$ cat src/rtl/pos_pkg.sv
package pos_pkg;
  localparam int unsigned POS_VEC_W   = 32;
  localparam int unsigned POS_NUM_VEC = 10;
  localparam int unsigned POS_SEQ_LEN = 10;
  localparam int unsigned POS_ADDR_W  = 4;
  localparam int unsigned POS_TOT_W   = 10;

  typedef enum logic {
    CFG_VECTOR = 1'b0,
    CFG_ORDER  = 1'b1
  } cfg_target_e;
endpackage

$ cat src/rtl/pos_vec_store.sv
module pos_vec_store #(
  parameter int unsigned VEC_W   = 32,
  parameter int unsigned NUM_VEC = 10,
  parameter int unsigned ADDR_W  = 4,
  localparam int unsigned IDX_W  = $clog2(NUM_VEC)
) (
  input  logic              clk,
  input  logic              rst_n,
  input  logic              wr_en,
  input  logic [ADDR_W-1:0] wr_addr,
  input  logic [VEC_W-1:0]  wr_data,
  input  logic [IDX_W-1:0]  rd_idx,
  output logic [VEC_W-1:0]  rd_data
);
  logic [VEC_W-1:0] bank_q [NUM_VEC];

  for (genvar g = 0; g < NUM_VEC; g++) begin : g_word
    always_ff @(posedge clk or negedge rst_n) begin
      if (!rst_n) begin
        bank_q[g] <= '0;
      end else if (wr_en && (wr_addr == ADDR_W'(g))) begin
        bank_q[g] <= wr_data;
      end
    end
  end

  // Indices past the last word read as all zero.
  always_comb begin
    rd_data = '0;
    for (int i = 0; i < NUM_VEC; i++) begin
      if (rd_idx == IDX_W'(i)) rd_data = bank_q[i];
    end
  end
endmodule

$ cat src/rtl/pos_order_table.sv
module pos_order_table #(
  parameter int unsigned SEQ_LEN = 10,
  parameter int unsigned IDX_W   = 4,
  parameter int unsigned ADDR_W  = 4,
  localparam int unsigned POS_W  = $clog2(SEQ_LEN)
) (
  input  logic              clk,
  input  logic              rst_n,
  input  logic              wr_en,
  input  logic [ADDR_W-1:0] wr_addr,
  input  logic [IDX_W-1:0]  wr_idx,
  input  logic [POS_W-1:0]  rd_pos,
  output logic [IDX_W-1:0]  rd_idx
);
  logic [IDX_W-1:0] slot_q [SEQ_LEN];

  for (genvar g = 0; g < SEQ_LEN; g++) begin : g_slot
    always_ff @(posedge clk or negedge rst_n) begin
      if (!rst_n) begin
        slot_q[g] <= IDX_W'(g);
      end else if (wr_en && (wr_addr == ADDR_W'(g))) begin
        slot_q[g] <= wr_idx;
      end
    end
  end

  always_comb begin
    rd_idx = '0;
    for (int i = 0; i < SEQ_LEN; i++) begin
      if (rd_pos == POS_W'(i)) rd_idx = slot_q[i];
    end
  end
endmodule

$ cat src/rtl/pos_popcount.sv
module pos_popcount #(
  parameter int unsigned W     = 32,
  localparam int unsigned CNT_W = $clog2(W + 1)
) (
  input  logic [W-1:0]     bits,
  output logic [CNT_W-1:0] ones
);
  always_comb begin
    ones = '0;
    for (int i = 0; i < W; i++) begin
      ones = ones + CNT_W'(bits[i]);
    end
  end
endmodule

$ cat src/rtl/pattern_order_seq.sv
module pattern_order_seq
  import pos_pkg::*;
#(
  parameter int unsigned VEC_W   = POS_VEC_W,
  parameter int unsigned NUM_VEC = POS_NUM_VEC,
  parameter int unsigned SEQ_LEN = POS_SEQ_LEN,
  parameter int unsigned ADDR_W  = POS_ADDR_W,
  parameter int unsigned TOT_W   = POS_TOT_W
) (
  input  logic              clk,
  input  logic              rst_n,
  input  logic              cfg_we,
  input  logic              cfg_sel,
  input  logic [ADDR_W-1:0] cfg_addr,
  input  logic [VEC_W-1:0]  cfg_wdata,
  input  logic              start,
  output logic [VEC_W-1:0]  stim_data,
  output logic              stim_valid,
  input  logic              stim_ready,
  output logic [TOT_W-1:0]  total,
  output logic              done
);
  localparam int unsigned IDX_W = $clog2(NUM_VEC);
  localparam int unsigned POS_W = $clog2(SEQ_LEN);
  localparam int unsigned CNT_W = $clog2(VEC_W + 1);
  localparam logic [POS_W-1:0] LAST_POS = POS_W'(SEQ_LEN - 1);

  logic              busy_q, done_q, has_prev_q;
  logic [POS_W-1:0]  pos_q;
  logic [VEC_W-1:0]  prev_q;
  logic [TOT_W-1:0]  total_q;
  logic [IDX_W-1:0]  cur_idx;
  logic [VEC_W-1:0]  cur_vec;
  logic [CNT_W-1:0]  step_cost;
  logic              cfg_ok, vec_we, ord_we, fire, start_ok;

  assign cfg_ok   = cfg_we && !busy_q;
  assign vec_we   = cfg_ok && (cfg_target_e'(cfg_sel) == CFG_VECTOR);
  assign ord_we   = cfg_ok && (cfg_target_e'(cfg_sel) == CFG_ORDER);
  assign fire     = busy_q && stim_ready;
  assign start_ok = start && !busy_q;

  pos_order_table #(
    .SEQ_LEN(SEQ_LEN), .IDX_W(IDX_W), .ADDR_W(ADDR_W)
  ) u_order (
    .clk(clk), .rst_n(rst_n), .wr_en(ord_we), .wr_addr(cfg_addr),
    .wr_idx(cfg_wdata[IDX_W-1:0]), .rd_pos(pos_q), .rd_idx(cur_idx)
  );

  pos_vec_store #(
    .VEC_W(VEC_W), .NUM_VEC(NUM_VEC), .ADDR_W(ADDR_W)
  ) u_store (
    .clk(clk), .rst_n(rst_n), .wr_en(vec_we), .wr_addr(cfg_addr),
    .wr_data(cfg_wdata), .rd_idx(cur_idx), .rd_data(cur_vec)
  );

  pos_popcount #(.W(VEC_W)) u_pop (
    .bits(cur_vec ^ prev_q), .ones(step_cost)
  );

  always_ff @(posedge clk or negedge rst_n) begin
    if (!rst_n) begin
      busy_q     <= 1'b0;
      done_q     <= 1'b0;
      has_prev_q <= 1'b0;
      pos_q      <= '0;
      prev_q     <= '0;
      total_q    <= '0;
    end else if (start_ok) begin
      busy_q     <= 1'b1;
      done_q     <= 1'b0;
      has_prev_q <= 1'b0;
      pos_q      <= '0;
      total_q    <= '0;
    end else if (fire) begin
      prev_q     <= cur_vec;
      has_prev_q <= 1'b1;
      if (has_prev_q) total_q <= total_q + TOT_W'(step_cost);
      if (pos_q == LAST_POS) begin
        busy_q <= 1'b0;
        done_q <= 1'b1;
      end else begin
        pos_q <= pos_q + 1'b1;
      end
    end
  end

  assign stim_data  = cur_vec;
  assign stim_valid = busy_q;
  assign total      = total_q;
  assign done       = done_q;

  assert_start_R3: assert property (@(posedge clk) disable iff (!rst_n)
    (start && !stim_valid) |=> (stim_valid && total == '0 && !done));

  assert_hold_R4: assert property (@(posedge clk) disable iff (!rst_n)
    (stim_valid && !stim_ready) |=> (stim_valid && $stable(stim_data)));

  assert_first_free_R5: assert property (@(posedge clk) disable iff (!rst_n)
    (fire && !has_prev_q) |=> (total == $past(total)));

  assert_step_bound_R5: assert property (@(posedge clk) disable iff (!rst_n)
    (fire && !start) |=> ((total >= $past(total)) &&
                          ((total - $past(total)) <= TOT_W'(VEC_W))));

  assert_no_overflow_R6: assert property (@(posedge clk) disable iff (!rst_n)
    total <= TOT_W'((SEQ_LEN - 1) * VEC_W));

  assert_done_idle_R8: assert property (@(posedge clk) disable iff (!rst_n)
    done |-> !stim_valid);

  assert_done_hold_R8: assert property (@(posedge clk) disable iff (!rst_n)
    (done && !start) |=> (done && $stable(total)));

  if (NUM_VEC < (1 << IDX_W)) begin : g_oob_chk
    assert_oob_zero_R9: assert property (@(posedge clk) disable iff (!rst_n)
      (stim_valid && cur_idx >= IDX_W'(NUM_VEC)) |-> (stim_data == '0));
  end
endmodule

$ cat config.mk
export PLATFORM = sky130hd
export DESIGN_NAME = pattern_order_seq
export DESIGN_NICKNAME = d
export VERILOG_FILES = /design/src/rtl/pos_pkg.sv /design/src/rtl/pos_vec_store.sv /design/src/rtl/pos_order_table.sv /design/src/rtl/pos_popcount.sv /design/src/rtl/pattern_order_seq.sv
export SDC_FILE = /design/constraint.sdc
export NUM_CORES = 1
export LEC_CHECK = 0
export ABC_AREA = 1
export CORE_MARGIN = 4
export CORE_UTILIZATION = 41
export CTS_CLUSTER_SIZE = 14
export DETAILED_ROUTE_END_ITERATION = 10
export SYNTH_ARGS = -nofsm -noshare
export SYNTH_HDL_FRONTEND = slang
export SYNTH_SLANG_ARGS = --single-unit
$ cat constraint.sdc
create_clock -name clk -period 12 [get_ports clk]
set_input_delay 2.4 -clock clk [delete_from_list [all_inputs] [get_ports clk]]
set_output_delay 2.4 -clock clk [all_outputs]
set_load 0.05 [all_outputs]
==> metrics.md <==
| Metric | Value |
|---|---|
| Xor/xnor share of the synthesized area | 0.00219 |
| Crit path time final | 10.01 ns |
| Crit path required time | 12.49 ns |
| # setup viols final | 0 |
| Clock Skews | 0.0124 ns |
| FILL cells | 4,726 |
| Post-synth EDFFs | 0 |
| Post-Syn Instances | 2,505 |
| Synthesized cell area | 20,000 µm² |
| Final hold vios | 0 |
| Row count | 80 |
| Reg2reg end | total[9] |
| Largest cells by area after synthesis | dfrtp_1 49%, nand2_1 15%, o21ai_0 9.7% |
| Global-route wire length before repair | 90,200 µm |
| Leak | 10.7 nW |
| Final worst setup slack | 1.99 ns |
| Worst hold start | u_store.bank_q[104] |
| Core area | 48,000 µm² |
| Worst vdd ir | 0.000607 V |
| Synth-to-Final Area Change | 13.3% |
| Post-CTS setup buffers | 0 |
| Crit Path Category | flop to flop |
| Slew Viols, Final | 0 |
| Starting Density | 0.417 |
| Worst skew pair latency | 0.57 ns |
| DRT iter0 DRCs | 1,353 |
| Die area | 52,400 µm² |
| Top_reg_cell synth | dfrtp_1 |
| Routed vias | 16,400 |
| Vias per std cell | 5.16 |
| R2R setup slack | 1.99 ns |
| Cell variety after synth | 44 |
| Least-Margin Pin Slew | 1.25 ns |
| Antenna violation net count after detailed routing | 0 |
| Drt first pass iters | 5 |
| Post-Synth Adder-Cell Area | 0.0363 |
| Net count, final | 2,618 |
| Status | completed |
| Post-CTS sizing | 0 |
| DP Area | 21,300 µm² |
| Achievable clock frequency | 99.9 MHz |
| Simple-gate share of the synthesized area | 0.264 |
| WP buf/inv | 5 |
| Crit. End Element | flop |
| Post-synth top area cell | dfrtp_1 |
| Pwr Density | 342 nW/µm² |
| Main combinational cell family by area after synthesis | simple AND/OR/NAND/NOR gates |
| Syn Nets | 2,590 |
| Design Area, Final | 22,700 µm² |
| Die X | 229 µm |
| # H-tree levels | 2 |
| Final HPWL DP | 36,000 µm |
| Seq/Total Area, Yosys | 0.512 |
| Worst setup SP type | flop |
| CTS Buf Count | 44 |
| Slew headroom | 0.164 |
| Total grt overflow | 0 |
| Leading cell type in the layout, fill and taps excluded | nand2_1 |
| Reg clk slew, reported paths | 0.06 ns |
| Max stage delay on crit path | 0.79 ns |
| Crit path depth | 46 |
| Number of synthesized register bits | 409 |
| Layout cell share with drive strength beyond 1 | 0.0624 |
| DR WL/cell | 17.5 µm |
| Critical Path AT | 10.51 ns |
| Critical Path End | total[9] |
| Fraction of registers with async set/reset | 1.00 |
| Synth Area in Compound Gates | 0.113 |
| CP delay by family, top | adder cells |
| CTS tree | yes |
| Synth top area share | 0.493 |
| Most frequent cells in the layout | 816 x nand2_1, 394 x dfrtp_1, 387 x o21ai_0 |
| Longest Clk Path Bufs | 3 |
| Post-route setup TNS | 0 ns |
| Die height | 229 µm |
| Antenna Cells | 0 |
| Number of global-route vias before repair | 15,900 |
| Class of the worst hold path | flop to flop |
| Synthesis Warnings | 0 |
| Pre-CTS setup slack | 2.04 ns |
| Root Driver | clkbuf_16 |
| Initial antenna violation count | 0 |
| Port bufs | 85 |
| Syn_area_per_cell | 7.99 µm² |
| Io pins | 86 |
| Max-cap violations | 0 |
| Clk sinks | 409 |
| CP Max Fanout | 19 |
| Crit path from | pos_q[1] |
| Drt total wl | 55,800 µm |
| DRC violations left | 0 |
| Global Route Usage Sum | 0.213 |
| Tcrit/Tclk final | 0.835 |
| Crit-path slowest cell | and2_1 |
| RSZ-0062 raised after global routing | false |
| Post-synthesis mux area share | 0 |
| Largest net degree at the start of global routing | 168 |
| RR Startpoint | pos_q[1] |
| Hold_buf cts | 0 |
| Placer congestion estimate | 0.877 |
| R2r worst-path depth | 46 |
| Critical path's most frequent cell | nand2_1 |
-- kinds of logic after synthesis --
| logic type | count (synthesis) |
|---|---|
| compound gates | 444 |
| simple gates | 1243 |
| xor+xnor | 5 |
| buf+inv | 361 |
| fa+ha+maj | 43 |
| flops | 409 |
-- sequential cells by signal, indices dropped and copies added (netlist names) --
signal          cells
stim_valid          1
has_prev_q          1
prev_q             32
pos_q               4
done                1
total              10
u_store.bank_q    320
u_order.slot_q     40
-- tightest hold or removal path, stage by stage (launching register included) --
cell and delay [ns]:
dfrtp_1 0.34, nand2_1 0.05, o21ai_0 0.06
-- report_power, final --
group          total (mW)  switching (mW)  internal, mW  leakage, nW
logic                4.73            2.93          1.79         4.42
clock network        1.33           0.558         0.774        0.692
registers            1.69           0.113          1.58         5.58
total                7.75            3.60          4.15         10.7
-- Yosys cell counts, types with 3 or more instances --
| library cell | count |
|---|---|
| buf_2 | 27 |
| nand4_1 | 36 |
| or2_1 | 12 |
| nand4_2 | 10 |
| nand2_2 | 10 |
| dfstp_2 | 15 |
| or2_0 | 17 |
| xor2_1 | 3 |
| a21oi_1 | 42 |
| nor3_1 | 10 |
| dfrtp_1 | 394 |
| nor2_1 | 122 |
| inv_2 | 7 |
| buf_1 | 5 |
| ha_1 | 18 |
| clkinv_1 | 10 |
| buf_4 | 4 |
| buf_6 | 5 |
| nand2_1 | 826 |
| clkbuf_1 | 81 |
| o21ai_0 | 387 |
| o21ai_1 | 6 |
| fa_1 | 25 |
| nand3_1 | 174 |
| or2_2 | 9 |
| nand3b_1 | 4 |
| inv_1 | 221 |
-- per-layer routing --
layer  up-vias  track usage  part of all wire
met5         -            0                 0
met4         0       0.0631             0.027
met3        80       0.0274             0.037
met2       344        0.367              0.50
met1      7925        0.283              0.44
li1       8048            -                 -
-- worst min-delay path by stage --
stage / end / slack (ns) / cells past startpoint
2_1_floorplan: u_order.slot_q[28] / 0.44 / 2
3_3_place_gp: u_store.bank_q[124] / 0.46 / 2
3_5_place_dp: u_store.bank_q[104] / 0.47 / 2
4_1_cts: u_store.bank_q[104] / 0.48 / 2
5_1_grt: u_store.bank_q[17] / 0.50 / 2
6_report: u_store.bank_q[104] / 0.48 / 2
-- through the flow --
step | instances | total power [mW] | utilization | hold WS [ns]
final | 3179 | 7.75 | 0.472 | 0.477
after floorplan | 2505 | 5.22 | - | 0.444
after global placement | 3102 | 6.26 | 0.443 | 0.459
after detailed placement | 3102 | 6.44 | 0.443 | 0.466
after CTS | 3179 | 7.80 | 0.472 | 0.481
after global routing | 3179 | 8.54 | 0.472 | 0.499
-- area by class of cell --
class / count / area [µm²] / area share
clock inverter: 13 / 123 / 0.00541
clock buffer: 64 / 1270 / 0.0559
tap: 615 / 769 / 0.0339
timing repair buffer: 105 / 1020 / 0.0449
inverter: 238 / 893 / 0.0394
sequential: 409 / 10300 / 0.452
multi-input combinational: 1735 / 8360 / 0.369
(Power assumes the default switching activity.)
